**src/rtl/swk_pkg.sv**
```systemverilog
package swk_pkg;
    typedef enum logic [1:0] {
        ST_RUN    = 2'd0,
        ST_STOP   = 2'd1,
        ST_SETTLE = 2'd2
    } swk_state_t;

    localparam logic [1:0] SEL_TMR  = 2'd0;
    localparam logic [1:0] SEL_PSC  = 2'd1;
    localparam logic [1:0] SEL_CTRL = 2'd2;

    localparam int CTRL_INHIBIT_BIT = 0;
    localparam int CTRL_STOPDIS_BIT = 1;
endpackage

```
**src/rtl/swk_regs.sv**
```systemverilog
module swk_regs
    import swk_pkg::*;
#(
    parameter int DW    = 8,
    parameter int TMR_W = 8,
    parameter int PSC_W = 8
) (
    input  logic             clk,
    input  logic             rst_n,
    input  logic             wr_en,
    input  logic [1:0]       wr_sel,
    input  logic [DW-1:0]    wr_data,
    output logic [TMR_W-1:0] tmr_rld,
    output logic [PSC_W-1:0] psc_rld,
    output logic             rld_inhibit,
    output logic             stop_dis
);
    logic ctrl_wr;
    assign ctrl_wr = wr_en && (wr_sel == SEL_CTRL);

    always_ff @(posedge clk or negedge rst_n) begin
        if (!rst_n) begin
            tmr_rld     <= '0;
            psc_rld     <= '0;
            rld_inhibit <= 1'b0;
            stop_dis    <= 1'b0;
        end else if (wr_en) begin
            unique case (wr_sel)
                SEL_TMR:  tmr_rld <= wr_data[TMR_W-1:0];
                SEL_PSC:  psc_rld <= wr_data[PSC_W-1:0];
                SEL_CTRL: begin
                    rld_inhibit <= wr_data[CTRL_INHIBIT_BIT];
                    stop_dis    <= stop_dis | wr_data[CTRL_STOPDIS_BIT];
                end
                default: ;
            endcase
        end
    end

    // once set, stop-disable never drops while out of reset
    p_stopdis_sticky_r7: assert property (@(posedge clk) disable iff (!rst_n)
        $past(stop_dis) |-> stop_dis);

    // a control write updates the inhibit bit to the written bit 0
    p_inhibit_write_r10: assert property (@(posedge clk) disable iff (!rst_n)
        ctrl_wr |=> (rld_inhibit == $past(wr_data[CTRL_INHIBIT_BIT])));
endmodule

```
**src/rtl/swk_downcnt.sv**
```systemverilog
module swk_downcnt #(
    parameter int W = 8
) (
    input  logic         clk,
    input  logic         rst_n,
    input  logic         en,
    input  logic         load,
    input  logic [W-1:0] load_val,
    input  logic         tick_in,
    output logic         tick_out
);
    logic [W-1:0] cnt;
    logic [W-1:0] rld;

    assign tick_out = en && tick_in && (cnt == '0);

    always_ff @(posedge clk or negedge rst_n) begin
        if (!rst_n) begin
            cnt <= '0;
            rld <= '0;
        end else if (load) begin
            cnt <= load_val;
            rld <= load_val;
        end else if (en && tick_in) begin
            if (cnt == '0) cnt <= rld;
            else           cnt <= cnt - 1'b1;
        end
    end

    // after an underflow the stage restarts from its start value
    p_reload_r6: assert property (@(posedge clk) disable iff (!rst_n)
        (tick_out && !load) |=> (cnt == rld));

    // without a step input the count holds
    p_hold_r5: assert property (@(posedge clk) disable iff (!rst_n)
        (!load && !(en && tick_in)) |=> $stable(cnt));
endmodule

```
**src/rtl/swk_fsm.sv**
```systemverilog
module swk_fsm
    import swk_pkg::*;
(
    input  logic       clk,
    input  logic       rst_n,
    input  logic       stop_req,
    input  logic       wake_irq,
    input  logic       stop_dis,
    input  logic       tmr_uf,
    output swk_state_t state,
    output logic       cnt_load,
    output logic       settling,
    output logic       cpu_clk_en,
    output logic       osc_en
);
    swk_state_t nxt;

    always_comb begin
        nxt = state;
        unique case (state)
            ST_RUN:    if (stop_req && !stop_dis) nxt = ST_STOP;
            ST_STOP:   if (wake_irq)              nxt = ST_SETTLE;
            ST_SETTLE: if (tmr_uf)                nxt = ST_RUN;
            default:                              nxt = ST_RUN;
        endcase
    end

    always_ff @(posedge clk or negedge rst_n) begin
        if (!rst_n) state <= ST_RUN;
        else        state <= nxt;
    end

    always_comb begin
        cnt_load   = 1'b0;
        settling   = 1'b0;
        cpu_clk_en = 1'b0;
        osc_en     = 1'b1;
        unique case (state)
            ST_RUN:    cpu_clk_en = 1'b1;
            ST_STOP: begin
                osc_en   = 1'b0;
                cnt_load = wake_irq;
            end
            ST_SETTLE: settling = 1'b1;
            default:   cpu_clk_en = 1'b1;
        endcase
    end

    // a blocked stop request leaves the block running
    p_stop_blocked_r3: assert property (@(posedge clk) disable iff (!rst_n)
        (state == ST_RUN && stop_req && stop_dis) |=> (state == ST_RUN));

    // the CPU clock comes back only on a timer underflow
    p_release_on_uf_r5: assert property (@(posedge clk) disable iff (!rst_n)
        $rose(cpu_clk_en) |-> $past(tmr_uf));

    // settling continues until the timer underflows, whatever else arrives
    p_settle_hold_r8: assert property (@(posedge clk) disable iff (!rst_n)
        (state == ST_SETTLE && !tmr_uf) |=> (state == ST_SETTLE));

    // without a stop request the run state is kept
    p_run_hold_r9: assert property (@(posedge clk) disable iff (!rst_n)
        (state == ST_RUN && !stop_req) |=> (state == ST_RUN));
endmodule

```
**src/rtl/stopwake_ctrl.sv**
```systemverilog
module stopwake_ctrl
    import swk_pkg::*;
#(
    parameter int                 DW      = 8,
    parameter int                 DIV_W   = 4,
    parameter int                 PSC_W   = 8,
    parameter int                 TMR_W   = 8,
    parameter logic [TMR_W-1:0]   DEF_TMR = 8'h01,
    parameter logic [PSC_W-1:0]   DEF_PSC = 8'hFF
) (
    input  logic          clk,
    input  logic          rst_n,
    input  logic          stop_req,
    input  logic          wake_irq,
    input  logic          wr_en,
    input  logic [1:0]    wr_sel,
    input  logic [DW-1:0] wr_data,
    output logic          cpu_clk_en,
    output logic          osc_en
);
    localparam logic [DIV_W-1:0] DIV_START = {DIV_W{1'b1}};

    logic [TMR_W-1:0] tmr_rld, tmr_start;
    logic [PSC_W-1:0] psc_rld, psc_start;
    logic             rld_inhibit, stop_dis;
    logic             cnt_load, settling;
    logic             div_uf, psc_uf, tmr_uf;
    swk_state_t       state;

    swk_regs #(.DW(DW), .TMR_W(TMR_W), .PSC_W(PSC_W)) u_regs (
        .clk(clk), .rst_n(rst_n), .wr_en(wr_en), .wr_sel(wr_sel),
        .wr_data(wr_data), .tmr_rld(tmr_rld), .psc_rld(psc_rld),
        .rld_inhibit(rld_inhibit), .stop_dis(stop_dis)
    );

    assign tmr_start = rld_inhibit ? tmr_rld : DEF_TMR;
    assign psc_start = rld_inhibit ? psc_rld : DEF_PSC;

    swk_fsm u_fsm (
        .clk(clk), .rst_n(rst_n), .stop_req(stop_req), .wake_irq(wake_irq),
        .stop_dis(stop_dis), .tmr_uf(tmr_uf), .state(state),
        .cnt_load(cnt_load), .settling(settling),
        .cpu_clk_en(cpu_clk_en), .osc_en(osc_en)
    );

    swk_downcnt #(.W(DIV_W)) u_div (
        .clk(clk), .rst_n(rst_n), .en(settling), .load(cnt_load),
        .load_val(DIV_START), .tick_in(1'b1), .tick_out(div_uf)
    );

    swk_downcnt #(.W(PSC_W)) u_psc (
        .clk(clk), .rst_n(rst_n), .en(settling), .load(cnt_load),
        .load_val(psc_start), .tick_in(div_uf), .tick_out(psc_uf)
    );

    swk_downcnt #(.W(TMR_W)) u_tmr (
        .clk(clk), .rst_n(rst_n), .en(settling), .load(cnt_load),
        .load_val(tmr_start), .tick_in(psc_uf), .tick_out(tmr_uf)
    );

    // the oscillator restarts only in answer to a wake interrupt
    p_osc_wake_r4: assert property (@(posedge clk) disable iff (!rst_n)
        $rose(osc_en) |-> $past(wake_irq));

    // stop gates the CPU clock and the oscillator together
    p_stop_gates_r2: assert property (@(posedge clk) disable iff (!rst_n)
        !osc_en |-> !cpu_clk_en);

    // a timer underflow comes only with a prescaler underflow
    p_cascade_r5: assert property (@(posedge clk) disable iff (!rst_n)
        tmr_uf |-> (psc_uf && div_uf));
endmodule

```
**config.mk**
```make
export PLATFORM = sky130hd
export DESIGN_NAME = stopwake_ctrl
export DESIGN_NICKNAME = d
export VERILOG_FILES = /design/src/rtl/swk_pkg.sv /design/src/rtl/swk_regs.sv /design/src/rtl/swk_downcnt.sv /design/src/rtl/swk_fsm.sv /design/src/rtl/stopwake_ctrl.sv
export SDC_FILE = /design/constraint.sdc
export NUM_CORES = 1
export LEC_CHECK = 0
export BUFFER_PORTS_ARGS = -buffer_cell sky130_fd_sc_hd__buf_2
export CORE_ASPECT_RATIO = 0.9
export CORE_UTILIZATION = 55
export CTS_BUF_LIST = sky130_fd_sc_hd__clkbuf_16
export DETAILED_ROUTE_END_ITERATION = 8
export GPL_ROUTABILITY_DRIVEN = 0
export GPL_TIMING_DRIVEN = 0
export PLACE_DENSITY_LB_ADDON = 0.08
export SKIP_CTS_REPAIR_TIMING = 1
export SLEW_MARGIN = 30
export SYNTH_ARGS = -nofsm -noshare
export SYNTH_HDL_FRONTEND = slang
export SYNTH_SLANG_ARGS = --single-unit
```
**constraint.sdc**
```tcl
create_clock -name clk -period 5.9 [get_ports clk]
set_input_delay 0.295 -clock clk [delete_from_list [all_inputs] [get_ports clk]]
set_output_delay 0.295 -clock clk [all_outputs]
set_load 0.02 [all_outputs]
```
# == Word level (Yosys, flattened, before mapping) ==
# Index checks and enable logic that the tools add are counted.
# classes
n_mul,0
shifts,0
n_addsub,3
n_reduce_logical,20
bitwise_logic,1
div_mod_pow,0
muxes,19
order_cmp,0
n_eq_ne,7
# ops
op,count
$mux W8,8
$logic_not A8 Y1,2
$sub A8 B1 Y8 const B,2
$mux W4,3
$logic_and A1 B1 Y1,6
$mux W2,3
$pmux W2 S3,1
$reduce_and A2 Y1,3
$reduce_bool A2 Y1,3
$eq A2 B1 Y1 const B,2
$eq A2 B2 Y1 const B,2
$logic_not A2 Y1,2
$logic_not A4 Y1,1
$mux W1,4
$ne A2 B2 Y1 const B,2
$sub A4 B1 Y4 const B,1
$reduce_and A3 Y1,1
$ne A2 B1 Y1 const B,1
$reduce_or A2 Y1,1
$logic_not A1 Y1,1
$or A1 B1 Y1,1
# totals
ramBits,0
latch_bits,0
elab_cells,61
mem_bits_ro,0
input_bits,15
memories,0
ff_bits,57
out_inout_bits,2

# == Longest topological paths before layout ==
# depth
depth_word,9
ltp_mapped,8
ltp_nobuf,7

# == Cells and area by module ==
# A second synthesis with hierarchy kept.
# hier_totals
hier_cells,306
hier_area_um2,3225.6
# by_module_without_submodules
module,cells_per_inst,instances,seq_area_each_um2,area_each_um2
swk_downcnt at u_psc ...,93,2,400.4,905.9
swk_regs,40,1,450.4,690.7
swk_downcnt at u_div,44,1,200.2,430.4
swk_fsm,18,1,50.0,177.7
stopwake_ctrl,18,1,0.0,115.1

# == Least setup slack after synthesis ==
# Ideal clock, no wire load.
# synth_path
path_type,reg-to-reg
startpoint,register u_tmr.cnt[3]
endpoint,register u_fsm.state[0]
stages_incl_launch_ff,6
arrival_ps,1988
setup_ps,125
slack_ps,3787
required_time_ps,5775
period_less_slack_ps,2113
path_buffers,0
cell_sequence,dfrtp_1 -> or4_4 -> or3b_4 -> o31ai_2 -> o211ai_2 -> mux2_4
# synth_via
elab_chain_cells,4
# synth_lines
element,line,rtl
from (decl),swk_downcnt.sv:12,logic [W-1:0] cnt;
from (signal assigned),swk_downcnt.sv:22,cnt <= load_val;
from (signal assigned),swk_downcnt.sv:25,if (cnt == '0) cnt <= rld;
from (signal assigned),swk_downcnt.sv:26,else cnt <= cnt - 1'b1;
$logic_not A8 Y1,swk_downcnt.sv:15,assign tick_out = en && tick_in && (cnt == '0);
$logic_and A1 B1 Y1,swk_downcnt.sv:15,
$ne A2 B2 Y1 (no line),-,
$reduce_and A3 Y1 (no line),-,
to (signal assigned),swk_fsm.sv:30,else state <= nxt;
to (decl),swk_fsm.sv:10,"output swk_state_t state,"
# Every way passes these cells.
# A chain may end at the register's enable or synchronous reset.

# == Final worst setup path ==
# layout_path
startpoint,register u_fsm.state[0]
endpoint,register u_tmr.cnt[5]
# layout_via
elab_chain_cells,7
word_cells_on_any_way,10
cone_classes,eq/ne (2); mux (3); reduce/logical (5)
# layout_lines
element,line,rtl
$eq A2 B2 Y1,swk_fsm.sv:38,unique case (state)
$mux W1,swk_fsm.sv:38,
$logic_and A1 B1 Y1 (3 in series),swk_downcnt.sv:15,
$logic_and A1 B1 Y1,swk_downcnt.sv:24,end else if (en && tick_in) begin
$reduce_bool A2 Y1 (no line),-,
# Several ways; a longest one is shown, not always the timed one.

==> results.ini <==
[worst_setup_path]
worstPathArrival_ns=2.72
critPathKind=reg2reg
start_kind=flop
cp-end-kind=flop
cp.required_ns=6.12
reg2reg_depth=8
ff2ff_setup_slack_ns=3.40
worst_r2r_endpoint=u_tmr.cnt[5]
r2r-start=u_fsm.state[0]
crit_fanout=10

[layout]
fin_nets=332
final_common_cell=dfrtp_1
area_delta_synth_final_pct=16.47
fill_cells=391
diodes=0
postLayoutCellArea_um2=3381
layout_common_cells=dfrtp_1 (57), nand2_1 (29), a21oi_1 (22)
post-route-util_pct=68.23
drive_gt1_share_pct=19.03

[routing]
routedWlPerCell_um=16.56
wl_um=6210
firstDrtPassIters=4
final_antenna_net_count=0
drtIter0Drc=139
viasPerCell=5.872
route.detailed.drc=0
dr_total_vias=2202

[synth]
synthDistinctLibCells=52
synth-edff-count=0
ys_top_cells_by_area=dfrtp_1 (49%), mux2_2 (6.6%), ha_1 (4.7%), a21oi_1 (3.8%), nand2_1 (3.8%)
syn_inst=279
yosysWarnings=0
synth_top_cell_by_area=dfrtp_1
ys_seq_area_share_pct=49.14
ys_ff_latch=57
syn_avg_cell_area_um2=10.40
syn_area_um2=2903
yosys.area.top_type_share_pct=49.14
async_flop_share_pct=100.0
synthFlopType=dfrtp_1
synth_nets=305

[run_status]
status=finished clean

[timing]
slew_viol_final=0
hold_ws_ns=0.02211
tightest_slew_ns=0.7234
fmaxAchievable_ghz=0.4001
period_minus_slack_ns=2.499
finalSetupTns_ns=0
hold_viol_final=0
grt_setup_unrepaired=false
fin_skew_ns=0.005334
setup_viol=0
period_share_pct=42.36
slew_headroom_pct=51.77

[die]
fp.dieW_um=78.58
initial_utilization_pct=58.59
die_height_um=70.92
core_um2=4955
die-area_um2=5573
fp-row-count=24
num_io_pins=17

[cts]
cts.reportedPaths.clkPinSlew_ns=0.05
cts_buffers=9
tritoncts=yes
cts.path.max_buffers=2
cts_htree_levels=3
cts.sinks=57
clk_latency_ns=0.33
cts_root_buf=clkbuf_16

[global_routing]
grt-ovfl-total=0
grt_pass1_vias=2109
antenna_found_initial=0
grt_pass1_wl_um=10680
grt_max_degree=58
grt_usage_pct=25.78

[placed_design]
portBuffers=16
hpwl_um=4276
post_dp_cell_area_um2=3072

[pwr]
internal_power_mw=1.104
power_leakage_nw=1.415
p_total_mw=1.650
p_switching_mw=0.5460
p_sw_share_pct=33.10
pwr-share-seq_pct=38.6
vdd_drop_max_mv=0.2692
powerDensity_nw_per_um2=488.0
p_clk_share_pct=32.7
p_comb_share_pct=28.6

[min_path]
hp-class=in2async

[job]
drv_cap=0

cell families after synthesis:
family | share of synthesized area, %
AO/OA/AOI/OAI | 18.62
AND/OR/NAND/NOR | 13.97
flip-flops | 49.14
adder cells (fa/ha/maj) | 4.741
XOR/XNOR | 1.509
buffers and inverters | 3.362
multiplexers | 8.664
state kept, by name, indices dropped and copies added, names as in the netlist:
name and cells:
u_tmr.rld 8, u_regs.rld_inhibit 1, u_regs.tmr_rld 8, u_regs.stop_dis 1
u_regs.psc_rld 8, u_psc.rld 8, u_fsm.state 2, u_psc.cnt 8
u_div.rld 1, u_div.cnt 4, u_tmr.cnt 8
how the worst max path moves through the flow:
stage / from / endpoint / slack [ns] / cells past startpoint
after floorplan: u_tmr.cnt[3] / u_fsm.state[0] / 3.79 / 5
after global placement: u_psc.cnt[0] / u_tmr.cnt[5] / 3.36 / 8
after detailed placement: u_fsm.state[0] / u_tmr.cnt[5] / 3.40 / 8
after CTS: u_fsm.state[0] / u_tmr.cnt[5] / 3.39 / 8
after global routing: u_psc.cnt[0] / u_tmr.cnt[0] / 3.12 / 8
final: u_fsm.state[0] / u_tmr.cnt[5] / 3.40 / 8
metrics by stage:
step                      cells  setup slack, ns
after floorplan             279            3.787
after global placement      360            3.362
after detailed placement    360            3.400
after CTS                   375            3.390
after global routing        375            3.121
final                       375            3.401
metal layers:
metal | vias to the layer above | global-route usage [%] | wire, µm
li1 | 1067 | - | -
met1 | 1081 | 36.88 | 3163
met2 | 46 | 37.29 | 2703
met3 | 8 | 8.129 | 271
met4 | 0 | 8.642 | 71
met5 | - | 0 | 0
cell usage after synthesis, drive strengths merged (3+ instances only):
master,number
nor2,20
o211ai,9
mux2i,3
clkbuf,9
o31ai,4
inv,14
or3b,3
ha,11
xnor2,4
nor3b,4
nand2b,3
mux2,19
nand2,29
dfrtp,57
o21ai,15
a21oi,22
nor3,6
o22a,6
nand3,3
a22o,4
cell type report:
cell class / count / area [µm²] / area share, %
plain buffers: 10 / 45.04 / 1.332
clock buffers: 9 / 225.2 / 6.662
clock inverters: 6 / 83.83 / 2.480
inverters: 14 / 52.55 / 1.554
multi-input cells: 198 / 1384 / 40.93
flip-flops and latches: 57 / 1426 / 42.19
well taps: 65 / 81.33 / 2.406
repair buffers: 16 / 82.58 / 2.443
power by group through the flow:
| stage | Clock (mW) | Sequential (mW) | Combinational [mW] |
|---|---|---|---|
| final | 0.540 | 0.637 | 0.473 |
| after global routing | 0.562 | 0.655 | 0.537 |
| after CTS | 0.549 | 0.634 | 0.474 |
| after detailed placement | 0 | 0.638 | 0.471 |
| after global placement | 0 | 0.634 | 0.456 |
| after floorplan | 0 | 0.601 | 0.377 |
critical path, cell delays in order (launching register included):
cell      delay (ns)
dfrtp_1         0.41
inv_1           0.12
ha_1            0.32
nand2b_1        0.16
or3b_2          0.45
clkbuf_1        0.21
o21ai_2         0.44
nand2_1         0.11
o22a_1          0.16
No activity file was read; power rests on OpenSTA's default activity.
